## config.mk

```make
export PLATFORM = sky130hd
export DESIGN_NAME = flash_cmd_ctrl
export DESIGN_NICKNAME = d
export VERILOG_FILES = /design/src/rtl/flash_cmd_pkg.sv /design/src/rtl/strobe_filter.sv /design/src/rtl/flash_reset_ctrl.sv /design/src/rtl/flash_op_timer.sv /design/src/rtl/flash_cmd_seq.sv /design/src/rtl/flash_cmd_ctrl.sv
export SDC_FILE = /design/constraint.sdc
export NUM_CORES = 1
export LEC_CHECK = 0
export BUFFER_PORTS_ARGS = -buffer_cell sky130_fd_sc_hd__buf_2
export CORE_ASPECT_RATIO = 0.9
export CORE_UTILIZATION = 25
export DETAILED_ROUTE_END_ITERATION = 12
export HOLD_SLACK_MARGIN = 0.1
export PLACE_DENSITY = 0.43
export SLEW_MARGIN = 10
export SYNTH_ARGS = -nofsm -noshare
export SYNTH_HDL_FRONTEND = slang
export SYNTH_SLANG_ARGS = --single-unit
```

## constraint.sdc

```tcl
create_clock -name clk -period 1.9 [get_ports clk]
set_input_delay 0.095 -clock clk [delete_from_list [all_inputs] [get_ports clk]]
set_output_delay 0.095 -clock clk [all_outputs]
set_load 0.1 [all_outputs]
```

## src/rtl/flash_cmd_pkg.sv

```systemverilog
package flash_cmd_pkg;
  typedef enum logic [2:0] {
    SQ_READ,
    SQ_UNL1,
    SQ_UNL2,
    SQ_PGM_DATA,
    SQ_ERS_SETUP,
    SQ_ERS_UNL1,
    SQ_ERS_UNL2,
    SQ_BUSY
  } seq_state_t;

  localparam logic [10:0] ADR_FIRST  = 11'h555;
  localparam logic [10:0] ADR_SECOND = 11'h2AA;
  localparam logic [7:0]  KEY_FIRST  = 8'hAA;
  localparam logic [7:0]  KEY_SECOND = 8'h55;
  localparam logic [7:0]  CMD_PROG   = 8'hA0;
  localparam logic [7:0]  CMD_ERASE  = 8'h80;
  localparam logic [7:0]  CMD_SECTOR = 8'h30;
  localparam logic [7:0]  CMD_CHIP   = 8'h10;
endpackage

```

## src/rtl/strobe_filter.sv

```systemverilog
module strobe_filter #(
  parameter int WIDTH       = 3,
  parameter int GLITCH_CLKS = 3
) (
  input  logic             clk,
  input  logic             rst,
  input  logic [WIDTH-1:0] raw_n,
  output logic [WIDTH-1:0] filt_n
);
  localparam int CW = (GLITCH_CLKS > 1) ? $clog2(GLITCH_CLKS) : 1;
  localparam logic [CW-1:0] LAST = CW'(GLITCH_CLKS - 1);

  for (genvar i = 0; i < WIDTH; i++) begin : g_line
    logic [CW-1:0] cnt;
    logic          lvl;
    always_ff @(posedge clk) begin
      if (rst) begin
        cnt <= '0;
        lvl <= 1'b1;
      end else if (raw_n[i] == lvl) begin
        cnt <= '0;
      end else if (cnt == LAST) begin
        lvl <= raw_n[i];
        cnt <= '0;
      end else begin
        cnt <= cnt + 1'b1;
      end
    end
    assign filt_n[i] = lvl;
  end
endmodule

```

## src/rtl/flash_reset_ctrl.sv

```systemverilog
module flash_reset_ctrl #(
  parameter int RST_MIN_CLKS = 25,
  parameter int WAKE_CLKS    = 25
) (
  input  logic clk,
  input  logic rst,
  input  logic hw_reset_n,
  output logic pin_low,
  output logic abort,
  output logic awake
);
  localparam int LW = $clog2(RST_MIN_CLKS + 1);
  localparam int WW = $clog2(WAKE_CLKS + 1);
  localparam logic [LW-1:0] LOW_LAST = LW'(RST_MIN_CLKS - 1);
  localparam logic [LW-1:0] LOW_SAT  = LW'(RST_MIN_CLKS);
  localparam logic [WW-1:0] WAKE_LAST = WW'(WAKE_CLKS - 1);

  logic [LW-1:0] low_cnt;
  logic [WW-1:0] wake_cnt;

  always_ff @(posedge clk) begin
    if (rst) begin
      low_cnt  <= '0;
      wake_cnt <= '0;
      pin_low  <= 1'b0;
      abort    <= 1'b0;
      awake    <= 1'b1;
    end else begin
      pin_low <= ~hw_reset_n;
      abort   <= ~hw_reset_n && (low_cnt == LOW_LAST);
      if (hw_reset_n)
        low_cnt <= '0;
      else if (low_cnt != LOW_SAT)
        low_cnt <= low_cnt + 1'b1;
      if (!hw_reset_n) begin
        wake_cnt <= '0;
        awake    <= 1'b0;
      end else if (!awake) begin
        if (wake_cnt == WAKE_LAST)
          awake <= 1'b1;
        else
          wake_cnt <= wake_cnt + 1'b1;
      end
    end
  end
endmodule

```

## src/rtl/flash_op_timer.sv

```systemverilog
module flash_op_timer #(
  parameter int PROG_CLKS  = 40,
  parameter int ERASE_CLKS = 90
) (
  input  logic clk,
  input  logic rst,
  input  logic clear,
  input  logic start,
  input  logic start_erase,
  output logic done
);
  localparam int MAXC = (PROG_CLKS > ERASE_CLKS) ? PROG_CLKS : ERASE_CLKS;
  localparam int TW   = $clog2(MAXC + 1);
  localparam logic [TW-1:0] LEN_P = TW'(PROG_CLKS);
  localparam logic [TW-1:0] LEN_E = TW'(ERASE_CLKS);

  logic [TW-1:0] cnt;

  always_ff @(posedge clk) begin
    if (rst || clear) begin
      cnt  <= '0;
      done <= 1'b0;
    end else if (start) begin
      cnt  <= start_erase ? LEN_E : LEN_P;
      done <= 1'b0;
    end else if (cnt != '0) begin
      cnt  <= cnt - 1'b1;
      done <= (cnt == TW'(1));
    end else begin
      done <= 1'b0;
    end
  end
endmodule

```

## src/rtl/flash_cmd_seq.sv

```systemverilog
module flash_cmd_seq
  import flash_cmd_pkg::*;
#(
  parameter int ADDR_W = 19,
  parameter int DATA_W = 16
) (
  input  logic              clk,
  input  logic              rst,
  input  logic              kill,
  input  logic              wr_ok,
  input  logic [ADDR_W-1:0] wr_addr,
  input  logic [DATA_W-1:0] wr_data,
  input  logic              op_done,
  output logic              start,
  output logic              start_erase,
  output logic              rdy,
  output logic              prog_go,
  output logic              erase_go,
  output logic              erase_chip,
  output logic [ADDR_W-1:0] op_addr,
  output logic [DATA_W-1:0] op_data
);
  seq_state_t st, st_n;
  logic       chip_n;
  logic       at_first, at_second;
  logic [7:0] key;

  assign at_first  = (wr_addr[10:0] == ADR_FIRST);
  assign at_second = (wr_addr[10:0] == ADR_SECOND);
  assign key       = wr_data[7:0];

  always_comb begin
    st_n        = st;
    start       = 1'b0;
    start_erase = 1'b0;
    chip_n      = 1'b0;
    if (kill) begin
      st_n = SQ_READ;
    end else if (st == SQ_BUSY) begin
      if (op_done) st_n = SQ_READ;
    end else if (wr_ok) begin
      st_n = SQ_READ;
      case (st)
        SQ_READ:      if (at_first && key == KEY_FIRST)   st_n = SQ_UNL1;
        SQ_UNL1:      if (at_second && key == KEY_SECOND) st_n = SQ_UNL2;
        SQ_UNL2: begin
          if (at_first && key == CMD_PROG)       st_n = SQ_PGM_DATA;
          else if (at_first && key == CMD_ERASE) st_n = SQ_ERS_SETUP;
        end
        SQ_PGM_DATA: begin
          start = 1'b1;
          st_n  = SQ_BUSY;
        end
        SQ_ERS_SETUP: if (at_first && key == KEY_FIRST)   st_n = SQ_ERS_UNL1;
        SQ_ERS_UNL1:  if (at_second && key == KEY_SECOND) st_n = SQ_ERS_UNL2;
        SQ_ERS_UNL2: begin
          if (key == CMD_SECTOR) begin
            start = 1'b1; start_erase = 1'b1; st_n = SQ_BUSY;
          end else if (at_first && key == CMD_CHIP) begin
            start = 1'b1; start_erase = 1'b1; chip_n = 1'b1; st_n = SQ_BUSY;
          end
        end
        default: st_n = SQ_READ;
      endcase
    end
  end

  always_ff @(posedge clk) begin
    if (rst) begin
      st         <= SQ_READ;
      rdy        <= 1'b1;
      prog_go    <= 1'b0;
      erase_go   <= 1'b0;
      erase_chip <= 1'b0;
      op_addr    <= '0;
      op_data    <= '0;
    end else begin
      st       <= st_n;
      prog_go  <= start && !start_erase;
      erase_go <= start && start_erase;
      if (kill)
        rdy <= 1'b1;
      else if (start)
        rdy <= 1'b0;
      else if (st == SQ_BUSY && op_done)
        rdy <= 1'b1;
      if (start) begin
        op_addr <= wr_addr;
        op_data <= wr_data;
        if (start_erase) erase_chip <= chip_n;
      end
    end
  end
endmodule

```

## src/rtl/flash_cmd_ctrl.sv

```systemverilog
module flash_cmd_ctrl #(
  parameter int ADDR_W       = 19,
  parameter int DATA_W       = 16,
  parameter int GLITCH_CLKS  = 3,
  parameter int RST_MIN_CLKS = 25,
  parameter int WAKE_CLKS    = 25,
  parameter int PROG_CLKS    = 40,
  parameter int ERASE_CLKS   = 90
) (
  input  logic              clk,
  input  logic              rst,
  input  logic              hw_reset_n,
  input  logic              lockout,
  input  logic              ce_n,
  input  logic              oe_n,
  input  logic              we_n,
  input  logic [ADDR_W-1:0] addr,
  input  logic [DATA_W-1:0] wdata,
  output logic              ready,
  output logic              dq_oe,
  output logic              prog_go,
  output logic              erase_go,
  output logic              erase_chip,
  output logic [ADDR_W-1:0] op_addr,
  output logic [DATA_W-1:0] op_data
);
  localparam int NSTB = 3;

  logic [NSTB-1:0] filt;
  logic f_ce, f_oe, f_we;
  logic we_prev, wr_evt, wr_ok, kill;
  logic pin_low, rst_abort, awake;
  logic start, start_erase, op_done, seq_rdy;
  logic [ADDR_W-1:0] cap_addr;
  logic [DATA_W-1:0] cap_data;

  strobe_filter #(.WIDTH(NSTB), .GLITCH_CLKS(GLITCH_CLKS)) u_filt (
    .clk(clk), .rst(rst), .raw_n({we_n, oe_n, ce_n}), .filt_n(filt)
  );
  assign f_ce = filt[0];
  assign f_oe = filt[1];
  assign f_we = filt[2];

  flash_reset_ctrl #(.RST_MIN_CLKS(RST_MIN_CLKS), .WAKE_CLKS(WAKE_CLKS)) u_rst (
    .clk(clk), .rst(rst), .hw_reset_n(hw_reset_n),
    .pin_low(pin_low), .abort(rst_abort), .awake(awake)
  );

  always_ff @(posedge clk) begin
    if (rst) begin
      we_prev  <= 1'b1;
      cap_addr <= '0;
      cap_data <= '0;
      dq_oe    <= 1'b0;
    end else begin
      we_prev <= f_we;
      if (!f_we && !we_n) begin
        cap_addr <= addr;
        cap_data <= wdata;
      end
      dq_oe <= hw_reset_n && awake && !f_ce && !f_oe && f_we;
    end
  end

  assign wr_evt = !we_prev && f_we && !f_ce && f_oe;
  assign wr_ok  = wr_evt && !pin_low && !lockout;
  assign kill   = rst_abort || lockout;

  flash_cmd_seq #(.ADDR_W(ADDR_W), .DATA_W(DATA_W)) u_seq (
    .clk(clk), .rst(rst), .kill(kill), .wr_ok(wr_ok),
    .wr_addr(cap_addr), .wr_data(cap_data), .op_done(op_done),
    .start(start), .start_erase(start_erase), .rdy(seq_rdy),
    .prog_go(prog_go), .erase_go(erase_go), .erase_chip(erase_chip),
    .op_addr(op_addr), .op_data(op_data)
  );

  flash_op_timer #(.PROG_CLKS(PROG_CLKS), .ERASE_CLKS(ERASE_CLKS)) u_tmr (
    .clk(clk), .rst(rst), .clear(kill), .start(start),
    .start_erase(start_erase), .done(op_done)
  );

  assign ready = seq_rdy && !pin_low;
endmodule

```

==> results of run 1 <==
critical path: stages, from the launching register on:
cell and delay, ns:
dfxtp_2 0.36, buf_4 0.12, nand2_1 0.12, buf_4 0.18, a2111oi_4 0.35, buf_6 0.24, buf_12 0.16, mux2i_1 0.21
nor2_1 0.05
placed cells by master (no fill, tap or decap), types with 2 or more instances in the layout:
master / count
buf_12: 6
or4bb_1: 2
inv_1: 15
clkinvlp_4: 2
dfxtp_1: 106
a21oi_1: 8
ha_1: 10
buf_2: 81
nand3_1: 9
or3_1: 4
nor2_1: 94
nor3_2: 3
nand4_1: 2
a211o_1: 2
nor4_1: 2
nor3_1: 10
o21bai_1: 2
or4_1: 2
and3_1: 3
buf_4: 33
bufinv_16: 2
nand2b_1: 2
nand2_1: 17
o21ai_0: 2
clkbuf_16: 11
nor2b_1: 4
a31oi_1: 4
xnor2_1: 7
mux2i_1: 72
nand3b_1: 3
dfxtp_2: 3
dlygate4sd3_1: 40
xor2_1: 6
where the power goes:
| part | switching [µW] | leakage [µW] | total [µW] | internal [µW] |
|---|---|---|---|---|
| Combinational | 351 | 0.00140 | 689 | 338 |
| Clock | 890 | 0.000152 | 2050 | 1160 |
| Sequential | 58.0 | 0.000882 | 2410 | 2350 |
cell families after synthesis:
| kind of cell | after synthesis |
|---|---|
| buf+inv | 37 |
| mux | 73 |
| simple gates | 171 |
| compound gates | 29 |
| fa+ha+maj | 11 |
| flops | 109 |
| xor+xnor | 13 |
flip-flops by register name, summed over array words and instances (netlist names), 3 cells and up:
signal and count:
cap_addr 19, u_seq.op_addr 19, cap_data 16, u_seq.op_data 16, u_tmr.cnt 7, u_filt.g_line.cnt 6
u_rst.low_cnt 5, u_rst.wake_cnt 5, u_filt.g_line.lvl 3, u_seq.st 3
cell type report:
type                            instances  area [µm²]  area share
Clock buffer                            9       225.2     0.03622
Clock inverter                          7       97.59     0.01570
Inverter                               16       60.06    0.009660
Multi-Input combinational cell        297        2105      0.3385
Sequential cell                       109        2186      0.3516
Tap cell                              235       294.0     0.04729
Timing Repair Buffer                  164        1250      0.2010
final timing paths:
| path | from | to | slack [ns] | depth (start not counted) |
|---|---|---|---|---|
| setup / recovery | u_seq.st[1] | u_seq.op_data[14] | -0.02 | 8 |
| hold / removal | rst | cap_data[15] | 0.22 | 3 |
| setup reg to reg | u_seq.st[1] | u_seq.op_data[14] | -0.02 | 8 |
| hold reg to reg | u_filt.g_line[1].cnt[0] | u_filt.g_line[1].cnt[0] | 0.41 | 1 |
per-stage QoR:
stage,power [µW],cells
5_1_grt,5442,837
6_report,5150,837
3_5_place_dp,3087,777
3_3_place_gp,3075,777
2_1_floorplan,2929,443
4_1_cts,5231,835
per-layer routing:
layer | GRT usage | vias to the layer above
met4 | 0.03669 | 0
li1 | - | 1824
met1 | 0.1538 | 1702
met3 | 0.04744 | 12
met2 | 0.2156 | 70
met5 | 0 | -
timing repair:
item / CTS / global route
buffers inserted: 1 / 0
gates resized for setup: 7 / 21
hold buffers: 40 / 0
gates cloned: 1 / 2
hold endpoints to repair: 45 / 0
pin swaps: 1 / 7
endpoints found under the setup margin: 38 / 44
==> results.yml, run 1 <==
status:
  status: "complete, but fails checks"
  violations: "negative setup slack"
logic_synthesis:
  synthesis.instances: 443
  synth-compound-area-share: 0.05017
  yosysMostFrequentCell: "dfxtp_1"
  async_flop_share: 0
  synth-edff-count: 0
  synth_top_family_by_area: "simple AND/OR/NAND/NOR gates"
  post_synth_main_area_contributors: "dfxtp_1 50%, mux2i_1 17%, nor2_1 8.0%, ha_1 3.1%, nor3_1 1.5%"
  synth_seq_cells: 109
  synthAdderAreaFrac: 0.03136
  synth_common_cells: "109 x dfxtp_1, 94 x nor2_1, 73 x mux2i_1, 17 x nand2_1, 15 x inv_1"
  synthesis.area_per_instance_um2: 9.908
  mappedNetlistArea_um2: 4389
  synth-simple-area-share: 0.1899
  synth_top_flop_cell: "dfxtp_1"
  synth-xor-area-share: 0.02594
  yosys_warnings: 0
  synth_top_cell_by_area: "dfxtp_1"
  synth.area.mux_share: 0.1665
  synthDominantCellAreaShare: 0.4971
  unique_cell_type_count_in_the_yosys_netlist: 50
  synth_fp_nets: 496
  synth_sequential_area_ratio: 0.4971
timing:
  hold_slack_ns: 0.2225
  fmaxAchievable_ghz: 0.5212
  tightest_slew_ns: 0.5112
  min_period_over_period: 1.010
  final.min_clock_period_ns: 1.919
  timing_hold_violations_final: 0
  fin_ws_ns: -0.01851
  fin_skew_ns: 0.007822
  final_max_slew_viol_count: 0
  max_slew_margin: 0.6615
  setup_viols_final: 11
  setup-tns-final_ns: -0.07081
  grt_setup_unrepaired: "yes"
cells_and_area:
  fillers: 1757
  layout_utilization: 0.3656
  drive_gt1_frac: 0.2674
  final_cell_area_um2: 6217
  ant_diodes: 0
  synthToLayoutAreaGrowth_pct: 41.65
  design.final.nets: 650
critical_path:
  timing.critical_path.from_type: "flop"
  critPathMaxFanout: 7
  timing.critical_path.arrival_ns: 2.16
  setup.worst_path.end_class: "flop"
  critical_path_class: "reg2reg"
  required_ns: 2.14
placement:
  postPlaceCellArea_um2: 5310
  placement.setup.worst_slack_ns: -0.1278
  number_of_buffer_cells_added_on_primary_ports: 81
  gp_congestion: 0.7800
  dpl_hpwl_mm: 7.436
clocking:
  number_of_levels_in_the_clock_h_tree: 3
  clk_pin_slew_ns: 0.08
  numClockSinks: 109
  library_cell_used_as_clock_root_buffer: "clkbuf_16"
  cts_buffer_depth: 2
  clock_tree_from_tritoncts: "done"
  insertion_delay_ns: 0.36
  tritoncts.num_buffers: 9
floorplanning:
  floorplan.rows: 45
  die_h_um: 127.7
  design.portCount: 82
  core-area_um2: 17000
  die_w_um: 141.7
  die_ar_um2: 18090
  starting_density_of_the_core: 0.2581
drt:
  drc: 0
  detailroute.wirelength.met3_um: 525
  topRoutingLayerUsed: "met4"
  drt-vias-per-instance: 4.311
  drt-wirelength-per-cell_um: 12.99
  detail-route-antenna-nets: 0
  met2WireLength_mm: 5.143
  met1_length_mm: 5.048
  drt-total-wl_mm: 10.87
  via_count: 3608
  drt_pre_antenna_iters: 4
  drt_iter0_markers: 139
global_routing:
  antenna_found_initial: 0
  global_route.overflow_total: 0
  pin_count_of_the_biggest_net_entering_global_routing: 89
  grt_pass1_vias: 3671
  global_route.usage.total: 0.1286
  first_pass_grt_wire_length_mm: 17.92
power_and_ir_drop:
  p_leak_uw: 0.002434
  peakVddDrop_uv: 388.1
  p_per_area_nw_per_um2: 828.3
job:
  timing.max_cap.violations: 0
worst_hold_path:
  hp-class: "in2reg"
No activity file was read; power rests on OpenSTA's default activity.
==> run 2: changes to the inputs <==
Settings changed: CAP_MARGIN set to 5, PLACE_DENSITY 0.43 to 0.42, SYNTH_HIERARCHICAL set to 1.
==> run 2 against run 1 <==
Net effect: the flow now finishes without violations; final area rose by 4.8%; combinational power rose by 63%; die area rose by 9.2%; hold slack got worse by 0.11 ns; clock power rose by 6%; final cell count rose by 5.7%; wire length rose by 9.8%; critical endpoint is now u_seq/op_addr[8].
==> results.yml, run 2 <==
drt:
  drt_pre_antenna_iters: 4
  drt_iter0_markers: 153
  drt-vias-per-instance: 4.565
  drt-wirelength-per-cell_um: 13.48
  detail-route-antenna-nets: 0
  drt-total-wl_mm: 11.93
  drc: 0
  via_count: 4040
critical_path:
  rr_endpoint: "u_seq/op_addr[8]"
  setup.worst_path.end_class: "flop"
  regToRegSetupSlack_ns: 0.03
  cp_top_family: "simple AND/OR/NAND/NOR gates"
  timing.critical_path.from_type: "flop"
  worstReg2RegStart: "cap_data[1]"
  timing.critical_path.slowest_stage_cell: "or4b_1"
  timing.critical_path.arrival_ns: 2.11
  required_ns: 2.14
  worst_r2r_path_depth: 7
  critical_path_class: "reg2reg"
  worstPathBufferInverterCount: 2
  critPathMaxFanout: 9
  critical_path.cell_chain: "or4b_1 -> nor3_1 -> buf_4 -> a31oi_4 -> buf_4 -> mux2i_1 -> nor2_1"
  timing.critical_path.mode_cell: "buf_4"
  slowest_delay_ns: 0.51
floorplanning:
  die_w_um: 148.0
  design.portCount: 82
  floorplan.rows: 47
  die_ar_um2: 19750
  core-area_um2: 18580
  die_h_um: 133.4
  starting_density_of_the_core: 0.2581
timing:
  min_period_over_period: 0.9849
  setup_viols_final: 0
  final_max_slew_viol_count: 0
  fin_ws_ns: 0.02863
  max_slew_margin: 0.5986
  tightest_slew_ns: 0.6022
  fmaxAchievable_ghz: 0.5344
  grt_setup_unrepaired: "yes"
  fin_skew_ns: 0.007646
  timing_hold_violations_final: 0
  setup-tns-final_ns: 0
  hold_slack_ns: 0.1108
  final.min_clock_period_ns: 1.871
clocking:
  cts_buffer_depth: 2
  number_of_levels_in_the_clock_h_tree: 3
  clk_pin_slew_ns: 0.07
  library_cell_used_as_clock_root_buffer: "clkbuf_16"
  clock_tree_from_tritoncts: "done"
  tritoncts.num_buffers: 9
  insertion_delay_ns: 0.35
  numClockSinks: 109
power_and_ir_drop:
  peakVddDrop_uv: 445.9
  total_power_uw: 5777
  p_leak_uw: 0.002784
  p_per_area_nw_per_um2: 886.9
cells_and_area:
  drive_gt1_frac: 0.2828
  mostFrequentLayoutCells: "104 x dfxtp_1, 81 x buf_2, 44 x a21oi_1, 44 x nor2_1, 40 x buf_4"
  synthToLayoutAreaGrowth_pct: 35.79
  reg_top3: "cap_addr: 19 flops, u_seq/op_addr: 19 flops"
  most_common_cell_after_layout_fill_and_taps_aside: "dfxtp_1"
  layout_utilization: 0.3505
  design.final.nets: 689
  ant_diodes: 0
global_routing:
  pin_count_of_the_biggest_net_entering_global_routing: 74
  first_pass_grt_wire_length_mm: 19.69
  antenna_found_initial: 0
  grt_pass1_vias: 3882
  global_route.overflow_total: 0
  global_route.usage.total: 0.1263
placement:
  dpl_hpwl_mm: 8.262
  gp_congestion: 0.7637
  placement.setup.worst_slack_ns: -0.03801
  number_of_buffer_cells_added_on_primary_ports: 81
logic_synthesis:
  synth_seq_cells: 109
  synth_top_flop_cell: "dfxtp_1"
  synthesis.area_per_instance_um2: 9.691
  synth_sequential_area_ratio: 0.4549
  yosys_warnings: 6
  synthDominantCellAreaShare: 0.4549
  mappedNetlistArea_um2: 4797
  synth_top_cell_by_area: "dfxtp_1"
  synth_fp_nets: 548
  synthesis.instances: 495
  synth-edff-count: 0
  unique_cell_type_count_in_the_yosys_netlist: 67
  synth_common_cells: "109 x dfxtp_1, 44 x a21oi_1, 44 x nor2_1, 39 x o21ai_0, 36 x or3b_1"
  async_flop_share: 0
  yosysMostFrequentCell: "dfxtp_1"
  post_synth_main_area_contributors: "dfxtp_1 45%, mux2i_1 7.1%, or3b_1 6.6%, a21oi_1 4.6%, o21ai_0 4.1%"
worst_hold_path:
  min_to: "cap_addr[2]"
  hold_path_depth: 3
  hold_start: "addr[2]"
  hp-class: "in2reg"
job:
  timing.max_cap.violations: 0
status:
  status: "completed"
-- run 2: worst max-delay path by stage --
| stage | from | to | slack [ns] | cells past startpoint |
|---|---|---|---|---|
| 2_1_floorplan | u_filt/g_line[2].lvl | u_tmr/cnt[5] | -0.23 | 12 |
| 3_3_place_gp | cap_data[6] | u_seq/st[1] | -0.08 | 7 |
| 3_5_place_dp | cap_data[1] | u_seq/op_data[15] | -0.04 | 7 |
| 4_1_cts | u_filt/g_line[2].lvl | u_tmr/cnt[5] | -0.0006 | 9 |
| 5_1_grt | u_filt/g_line[2].lvl | u_tmr/cnt[5] | -0.07 | 9 |
| 6_report | cap_data[1] | u_seq/op_addr[8] | 0.03 | 7 |
-- run 2: timing repair --
action | CTS | global route
endpoints found under the setup margin | 21 | 45
buffers inserted | 1 | 0
gates resized for setup | 7 | 10
endpoints found under the hold margin | 47 | 0
pin swaps | 3 | 5
hold buffers | 37 | 0
-- run 2: layout make-up --
class | count | area (µm²)
multi-input cells | 338 | 2460
clock inverters | 5 | 106.4
repair buffers | 163 | 1154
inverters | 15 | 60.06
clock buffers | 10 | 239.0
well taps | 245 | 306.5
fillers | 1974 | 12070
flip-flops and latches | 109 | 2188
-- run 2: logic make-up after synthesis --
logic type / after synthesis / synth area share
DFF: 109 / 0.4549
adders and majority gates: 11 / 0.02869
muxes: 35 / 0.07407
and+or+nand+nor: 170 / 0.2282
xor gates and xnor gates: 14 / 0.02556
AOI/OAI and AO/OA: 108 / 0.1382
buffers and inverters: 48 / 0.05034
-- run 2: routing by layer --
metal / vias to the layer above / wire [µm] / share of wire / global-route usage
li1: 2066 / - / - / -
met1: 1898 / 5915 / 0.50 / 0.1740
met2: 67 / 5503 / 0.46 / 0.1930
met3: 9 / 350 / 0.029 / 0.02637
met4: 0 / 163 / 0.014 / 0.04639
met5: - / 0 / 0 / 0
-- run 2: report_power, final --
part | switching (µW) | internal [µW]
Sequential | 87.9 | 2380
Clock | 860 | 1320
Combinational | 496 | 627
-- run 2: metrics by stage --
stage               instance area (µm²)  instances
finish                             6514        885
detailed placement                 5722        832
CTS                                6467        885
global placement                   5722        832
global route                       6514        885
floorplan                          4831        495
-- run 2: worst reg2reg max path: cells and delay by family, from the launching register on --
family | cells | cell delay (ns)
buf+inv | 2 | 0.40
compound gates | 1 | 0.13
simple gates | 3 | 0.74
flops | 1 | 0.31
mux | 1 | 0.17
==> run 3: changes to the inputs <==
Settings changed: CELL_PAD_IN_SITES_DETAIL_PLACEMENT set to 1, CELL_PAD_IN_SITES_GLOBAL_PLACEMENT set to 2, PLACE_DENSITY 0.42 to 0.61, SETUP_SLACK_MARGIN set to 0.02.
==> run 3 against run 2 <==
Net effect: the run now ends with negative setup slack left; clock skew increased by 0.0046 ns; critical path depth did not move; hold slack improved by 0.0020 ns; core utilization grew 0.57 points; non-clock buffer count increased by 12; sequential power hardly changed; fmax fell by 5.3%; first-iteration DRC count is 18% lower; highest routed layer unchanged.
==> results.yml, run 3 (synthesis gave the netlist of run 2 again) <==
status:
  status: "complete, but fails checks"
  violations: "negative setup slack"
drt:
  drt-wirelength-per-cell_um: 15.17
  drc: 0
  drt_iter0_markers: 125
  via_count: 4137
  drt_pre_antenna_iters: 4
  detail-route-antenna-nets: 0
  drt-vias-per-instance: 4.607
  drt-total-wl_mm: 13.62
global_routing:
  antenna_found_initial: 0
  pin_count_of_the_biggest_net_entering_global_routing: 74
  first_pass_grt_wire_length_mm: 21.78
  grt_pass1_vias: 4274
  global_route.usage.total: 0.1408
  global_route.overflow_total: 0
cells_and_area:
  reg_top3: "cap_addr: 19 flops, u_seq/op_addr: 19 flops"
  synthToLayoutAreaGrowth_pct: 37.98
  fillers: 2170
  ant_diodes: 0
  most_common_cell_after_layout_fill_and_taps_aside: "dfxtp_1"
  design.final.nets: 701
  multiInputGateArea_um2: 2502
  drive_gt1_frac: 0.2971
  ff_latch_area_um2: 2187
  layout_utilization: 0.3562
  final_cell_area_um2: 6619
  mostFrequentLayoutCells: "105 x dfxtp_1, 80 x buf_2, 51 x buf_4, 44 x a21oi_1, 44 x nor2_1"
clocking:
  library_cell_used_as_clock_root_buffer: "clkbuf_16"
  clk_pin_slew_ns: 0.08
  numClockSinks: 109
  clock_tree_from_tritoncts: "done"
  number_of_levels_in_the_clock_h_tree: 3
  tritoncts.num_buffers: 9
  cts_buffer_depth: 2
  insertion_delay_ns: 0.37
critical_path:
  setup.worst_path.end_class: "flop"
  timing.critical_path.arrival_ns: 2.21
  critPathMaxFanout: 5
  required_ns: 2.14
  worst_r2r_path_depth: 7
  timing.critical_path.from_type: "flop"
  critical_path_class: "reg2reg"
floorplanning:
  floorplan.rows: 47
  starting_density_of_the_core: 0.2581
  design.portCount: 82
  die_ar_um2: 19750
  core-area_um2: 18580
  die_w_um: 148.0
  die_h_um: 133.4
placement:
  postPlaceCellArea_um2: 5739
  dpl_hpwl_mm: 9.012
  number_of_buffer_cells_added_on_primary_ports: 81
  gp_congestion: 0.7543
  placement.setup.worst_slack_ns: -0.1059
worst_hold_path:
  hp-class: "in2reg"
  hold_path_depth: 3
timing:
  setup_viols_final: 19
  timing_hold_violations_final: 0
  final.min_clock_period_ns: 1.975
  hold_slack_ns: 0.1128
  setup-tns-final_ns: -0.8026
  fmaxAchievable_ghz: 0.5063
  fin_skew_ns: 0.01224
  min_period_over_period: 1.040
  max_slew_margin: 0.5692
  final_max_slew_viol_count: 0
  tightest_slew_ns: 0.6462
  grt_setup_unrepaired: "yes"
  fin_ws_ns: -0.07510
power_and_ir_drop:
  peakVddDrop_uv: 386.6
  p_leak_uw: 0.002848
  p_per_area_nw_per_um2: 822.3
job:
  timing.max_cap.violations: 0
[run 3: per-stage QoR]
stage	power, µW	std cells
after floorplan	3282	495
after global placement	3532	834
after detailed placement	3554	834
after CTS	5491	888
after global routing	5760	898
final	5442	898
[run 3: final cells by class]
| cell class | count | share of cell area |
|---|---|---|
| clock buffer | 10 | 0.03459 |
| clock inverter | 6 | 0.006616 |
| inverter | 15 | 0.009074 |
| multi-input combinational | 338 | 0.3781 |
| sequential | 109 | 0.3304 |
| tap | 245 | 0.04631 |
| timing repair buffer | 175 | 0.1949 |
[run 3: layer usage]
metal  global-route usage  share of wire  vias up
li1                     -              -     2074
met4              0.04811          0.019        0
met3              0.03527          0.021       13
met1               0.1748           0.48     2004
met2               0.2363           0.48       46
met5                    0              0        -
[run 3: what timing repair did]
| item | 4_1_cts | 5_1_grt |
|---|---|---|
| setup buffers | 1 | 7 |
| resized for setup | 8 | 16 |
| setup endpoints to repair | 41 | 40 |
| endpoints found under the hold margin | 47 | 0 |
| hold buffers | 37 | 0 |
| gates cloned | 0 | 3 |
| pin swaps | 1 | 5 |
[run 3: worst max-delay path: stages, from the launching register on]
cell and delay, ns:
dfxtp_2 0.33, or3b_4 0.42, o31ai_4 0.35, a31oi_4 0.20
buf_12 0.18, clkbuf_16 0.16, mux2i_1 0.15, nor2_1 0.06
[run 3: path summary, 6_finish.rpt]
path | from | to | slack (ns)
setup / recovery | cap_addr[5] | u_seq/op_data[2] | -0.08
hold / removal | addr[0] | cap_addr[0] | 0.11
setup reg to reg | cap_addr[5] | u_seq/op_data[2] | -0.08
hold reg to reg | u_filt/g_line[1].cnt[0] | u_filt/g_line[1].cnt[0] | 0.43
[run 3: where the power goes]
part           internal (µW)  leakage, µW  total [µW]  switching [µW]
Sequential              2380     0.000882        2480            96.2
Clock                    901     0.000134        1830             925
Combinational            627      0.00183        1140             510
